`src/rtl/emmc_speed_tune_reg.sv`:
```
module emmc_speed_tune_reg #(
  parameter int TUNE_W    = 6,
  parameter int TUNE_LAST = 42
) (
  input  logic              clk,
  input  logic              rst_n,
  input  logic              wr_en,
  input  logic [15:0]       wr_data,
  input  logic              es_req,
  input  logic              es_val,
  output logic [15:0]       rd_data,
  output logic [TUNE_W-1:0] tune_dly,
  output logic              tune_done,
  output logic [5:0]        speed_sel,
  output logic              ddr_mode
);
  localparam int TUNE_LO = 8;
  localparam int APPLY_BIT = 15;
  localparam logic [2:0] M_SD = 3'd0, M_SDR = 3'd2, M_DDR = 3'd3,
                         M_HS200 = 3'd4, M_HS400 = 3'd5, M_HS400ES = 3'd6;

  logic [2:0]        mode_q;
  logic [TUNE_W-1:0] tune_q;
  logic              apply_q;
  logic              stage_q;

  always_ff @(posedge clk or negedge rst_n) begin
    if (!rst_n) begin
      mode_q    <= M_SD;
      tune_q    <= '0;
      apply_q   <= 1'b0;
      stage_q   <= 1'b0;
      tune_dly  <= '0;
      tune_done <= 1'b0;
    end else begin
      tune_done <= 1'b0;
      if (apply_q) begin
        if (stage_q) begin
          apply_q   <= 1'b0;
          stage_q   <= 1'b0;
          tune_done <= 1'b1;
          tune_dly  <= (int'(tune_q) > TUNE_LAST) ? '0 : tune_q;
        end else begin
          stage_q <= 1'b1;
        end
      end else if (wr_en && wr_data[APPLY_BIT]) begin
        apply_q <= 1'b1;
        stage_q <= 1'b0;
      end
      if (wr_en) begin
        mode_q <= wr_data[2:0];
        tune_q <= wr_data[TUNE_LO +: TUNE_W];
      end else if (es_req) begin
        if (mode_q == M_HS400 && es_val)    mode_q <= M_HS400ES;
        if (mode_q == M_HS400ES && !es_val) mode_q <= M_HS400;
      end
    end
  end

  always_comb begin
    rd_data = '0;
    rd_data[2:0] = mode_q;
    rd_data[TUNE_LO +: TUNE_W] = tune_q;
    rd_data[APPLY_BIT] = apply_q;
  end

  always_comb begin
    case (mode_q)
      M_SDR:     speed_sel = 6'b000010;
      M_DDR:     speed_sel = 6'b000100;
      M_HS200:   speed_sel = 6'b001000;
      M_HS400:   speed_sel = 6'b010000;
      M_HS400ES: speed_sel = 6'b100000;
      default:   speed_sel = 6'b000001;
    endcase
  end

  assign ddr_mode = (mode_q == M_DDR) || (mode_q == M_HS400) || (mode_q == M_HS400ES);

  p_apply_two_cycles_r4: assert property (@(posedge clk) disable iff (!rst_n)
    $rose(apply_q) |=> apply_q ##1 !apply_q);
  p_done_on_clear_r4: assert property (@(posedge clk) disable iff (!rst_n)
    $fell(apply_q) |-> tune_done);
  p_done_single_r4: assert property (@(posedge clk) disable iff (!rst_n)
    tune_done |=> !tune_done);
  p_dly_hold_r3: assert property (@(posedge clk) disable iff (!rst_n)
    !tune_done |-> $stable(tune_dly));
  p_dly_range_r5: assert property (@(posedge clk) disable iff (!rst_n)
    int'(tune_dly) <= TUNE_LAST);
  p_sel_onehot_r7: assert property (@(posedge clk) disable iff (!rst_n)
    $countones(speed_sel) == 1);
  p_ddr_match_r8: assert property (@(posedge clk) disable iff (!rst_n)
    ddr_mode |-> (speed_sel[2] || speed_sel[4] || speed_sel[5]));
endmodule

```
`config.mk`:
```
export PLATFORM = sky130hd
export DESIGN_NAME = emmc_speed_tune_reg
export DESIGN_NICKNAME = d
export VERILOG_FILES = /design/src/rtl/emmc_speed_tune_reg.sv
export SDC_FILE = /design/constraint.sdc
export NUM_CORES = 1
export LEC_CHECK = 0
export ABC_AREA = 0
export BUFFER_PORTS_ARGS = -buffer_cell sky130_fd_sc_hd__clkbuf_2
export CORE_MARGIN = 4
export CORE_UTILIZATION = 38
export DETAILED_ROUTE_END_ITERATION = 8
export PLACE_DENSITY = 0.74
export SLEW_MARGIN = 20
export SYNTH_ARGS = -nofsm -noshare
export SYNTH_HDL_FRONTEND = slang
export SYNTH_SLANG_ARGS = --single-unit
```
`constraint.sdc`:
```
create_clock -name clk -period 1.2 [get_ports clk]
set_clock_uncertainty 0.1 [all_clocks]
set_input_delay 0.24 -clock clk [delete_from_list [all_inputs] [get_ports clk]]
set_output_delay 0.24 -clock clk [all_outputs]
set_load 0.1 [all_outputs]
```
Word level (Yosys, flattened, before mapping)
Cells that the tools add are included.

storage, ports and cells
  flip-flop bits (word level) = 18
  input bits = 21

cells by class
  mux-type cells = 13
  equal/unequal tests = 5
  magnitude comparators = 1
  reductions and logical operators = 11

operator list
  operator            count
  $pmux 6 s5          1
  $mux 3              4
  $eq 3x3->1 const B  3
  $mux 1              7
  $eq 3x2->1 const B  2
  $gt 6x6->1 const B  1
  $mux 6              1
  $reduce_and 2->1    2
  $reduce_bool 2->1   2
  $logic_and 1x1->1   3
  $reduce_bool 3->1   1
  $logic_or 1x1->1    2
  $logic_not 1->1     1

Depth between registers and ports, before layout
  depth after elaboration = 6
  gate-level depth with buffers = 4
  gate-level depth less buffers = 4

Worst setup path before layout
Ideal clock, no wire load.

  kind = reg2out
  start = register mode_q[2]
  end = output speed_sel[3]
  cell stages (with the launch flop) = 3
  path slack = -2.604 ns
  arrival time = 3.464 ns
  cell sequence = dfrtp_1 buf_2 nor3b_1

on the way
  word-level cells in the longest chain between the ends = 2

RTL lines
  what                                             RTL line  source
  from (decl)                                      22        logic [2:0] mode_q;
  from (signal assigned)                           51        mode_q <= wr_data[2:0];
  $eq 3x3->1 / $eq 3x2->1 (equally long branches)  68        case (mode_q)
  $pmux 6 s5 *                                     68
  to (decl)                                        14        output logic [5:0] speed_sel,

Mark *: on every way between the ends. The rest lies on a longest branch, timed or not.

Final worst setup path
  start = register mode_q[0]
  end = output ddr_mode

on the way
  word-level cells in the longest chain between the ends = 3

RTL lines
  what                                             RTL line  source
  $eq 3x2->1 / $eq 3x3->1 (equally long branches)  78        assign ddr_mode = (mode_q == M_DDR) || (mode_q == M_HS400) || (mode_q == M_HS400ES);
  $logic_or 1x1->1                                 78
  $logic_or 1x1->1 *                               78
  to (decl)                                        15        output logic ddr_mode

Marked as above.

==> impl_metrics.yaml <==
setup_path:
  criticalPathCategory: "register to output pin"
  crit_required_ns: 0.86
  critPathBufInv: 1
  crit_arrival_ns: 1.42
  crit_slowest_cell: "dfrtp_4"
  end_kind: "output pin"
  crit_family: "flip-flops"
  start_kind: "register"
  critPathMaxFanout: 3
  slowest_delay_ns: 0.51
  worstPathCellList: "and3b_4 > a21o_4 > buf_12"
synth:
  yosys_warnings: 0
  ys_seq_area_frac: 0.511
  syn_avg_cell_area_um2: 10.2
  ys_types: 23
  syn_area_um2: 881
  synth-seq-cells: 18
  syn_inst: 86
timing:
  hold_slack_ns: 0.0733
  setup_viol: 31
  period_share: 1.47
  worst_slack_ns: -0.564
  rsz0062_at_grt: "true"
  min_period_ns: 1.76
  hold_viol_final: 0
  max_freq_mhz: 567
  timing.final.max_slew_violations: 0
clock_network:
  clk_latency_ns: 0.29
  cts.clk_slew.worst_paths_ns: 0.10
  cts_max_level: 1
  cts_num_sinks: 18
  clock-root-buffer: "clkbuf_4"
  clockBufferDepth: 2
  numCtsBuffers: 3
  cts_tree: "yes"
drt:
  dr.pass1.iters: 4
  vias_per_cell: 5.15
  drc: 0
  dr_total_vias: 891
  wl_um: 2920
  drt_iter0_markers: 25
  postRouteAntennaNets: 0
  wl_per_cell_um: 16.9
power_and_ir_drop:
  power_mw: 4.02
  irDropWorstVdd_uv: 1930
  p_per_area_nw_per_um2: 2200
  p_leak_nw: 0.809
final_layout:
  layout_common_cells: "buf_12 (26), nand2_1 (14), clkbuf_2 (14)"
  stdcell_area_um2: 1820
  stdcell_count: 173
  fin_nets: 167
  final_layout_size_suffix_gt1_frac: 0.724
  fillers: 111
  utilization: 0.824
  syn2layout_area_growth_pct: 107
  layout_commonest_cell: "buf_12"
  diodes: 0
placed_design:
  dp_hpwl_um: 1840
  place.port_buffers: 38
  post_dp_cell_area_um2: 1570
  gp_congestion: 0.774
  placed_cells: 154
hold_path:
  min_path_type: "input pin to register"
grt:
  overflow: 0
  grt_max_degree: 19
  grt_util_all_layers: 0.196
  grt_pass1_wl_um: 4790
  grt_pass1_vias: 972
  grt_antenna_before_repair: 0
flow_run:
  max_cap_viol_count: 0
floorplanning:
  row_count: 17
  coreArea_um2: 2210
  start_util: 0.398
  die_w_um: 56.1
  ios: 51
  dieHeight_um: 56.1
  die-area_um2: 3150
outcome:
  status: "complete, but fails checks"
  violations: "negative setup slack"
==> final cells by class <==
type	instances	area [um^2]	share of cell area
repair buffers	61	785	0.430
clock buffers	4	36.3	0.0199
inverters	1	3.75	0.00206
multi-input cells	61	472	0.259
flip-flops and latches	18	492	0.270
well taps	28	35.0	0.0192
==> flip-flops by register name (all words and copies together), names as in the netlist <==
signal,flops
apply_q,1
mode_q,3
stage_q,1
tune_dly,6
tune_done,1
tune_q,6
==> routing by layer <==
layer | wire [um] | track usage
met1 | 1060 | 0.216
met2 | 1600 | 0.352
met3 | 120 | 0.0302
met4 | 133 | 0.115
met5 | 0 | 0
==> final timing paths <==
check | cells after the start | slack, ns | startpoint | endpoint
max reg2reg | 5 | -0.26 | mode_q[0]$_DFFE_PN0P_ | mode_q[1]$_DFFE_PN0P_
min in group asynchronous | 2 | 0.31 | rst_n | tune_q[1]$_DFFE_PN0P_
min reg2reg | 2 | 0.45 | tune_dly[4]$_DFFE_PN0P_ | tune_dly[4]$_DFFE_PN0P_
max in group asynchronous | 2 | 0.34 | rst_n | mode_q[1]$_DFFE_PN0P_
min | 2 | 0.07 | wr_data[9] | tune_q[1]$_DFFE_PN0P_
max | 3 | -0.56 | mode_q[0]$_DFFE_PN0P_ | ddr_mode
==> per-stage QoR <==
step	worst slack, ns	setup TNS (ns)
3_5_place_dp	-0.244	-1.55
2_1_floorplan	-0.797	-6.01
3_3_place_gp	-0.216	-1.32
5_1_grt	-0.587	-7.29
6_report	-0.564	-6.44
4_1_cts	-0.557	-6.48
==> logic make-up (layout without fill, tap and decap cells) <==
kind of cell | count (synthesis) | in the layout | share of synthesized area
and+or+nand+nor | 32 | 32 | 0.186
muxes | 7 | 7 | 0.0895
DFF | 18 | 18 | 0.511
AOI/OAI and AO/OA | 15 | 15 | 0.0994
buffers and inverters | 12 | 66 | 0.0994
xor gates and xnor gates | 1 | 1 | 0.00994
other | 1 | 6 | 0.00426
==> power by group <==
| part | total (mW) | internal [mW] | leakage, nW | switching (mW) |
|---|---|---|---|---|
| registers | 0.984 | 0.801 | 0.203 | 0.183 |
| clock network | 0.369 | 0.185 | 0.0210 | 0.184 |
| logic | 2.67 | 0.964 | 0.585 | 1.70 |
| total | 4.02 | 1.95 | 0.809 | 2.07 |
==> worst reg2reg max path: stages (launching register included) <==
cell and delay, ns:
dfrtp_4 0.51, and3b_4 0.34, buf_12 0.11, buf_6 0.09
nand3_4 0.06, and2_4 0.15
==> cells in the mapped netlist, drive strengths merged <==
cell type | count | share of area
o21ai | 11 | 0.062
a41oi | 1 | 0.0099
nand3b | 1 | 0.0085
conb | 1 | 0.0043
buf | 11 | 0.095
nand2 | 16 | 0.071
nand2b | 2 | 0.014
nor2 | 4 | 0.017
xor2 | 1 | 0.0099
and2 | 1 | 0.0071
nor3b | 2 | 0.017
a21o | 1 | 0.0099
o211ai | 1 | 0.0085
mux2 | 7 | 0.089
dfrtp | 18 | 0.51
a211oi | 1 | 0.0085
inv | 1 | 0.0043
and3b | 2 | 0.023
nand3 | 4 | 0.028
==> timing repair <==
action,4_1_cts,5_1_grt
gates resized for setup,15,13
setup endpoints to repair,28,32
hold buffers,1,0
hold endpoints to repair,18,0
setup buffers,14,1
pin swaps,4,2
Power figures use the tool's default switching activity.
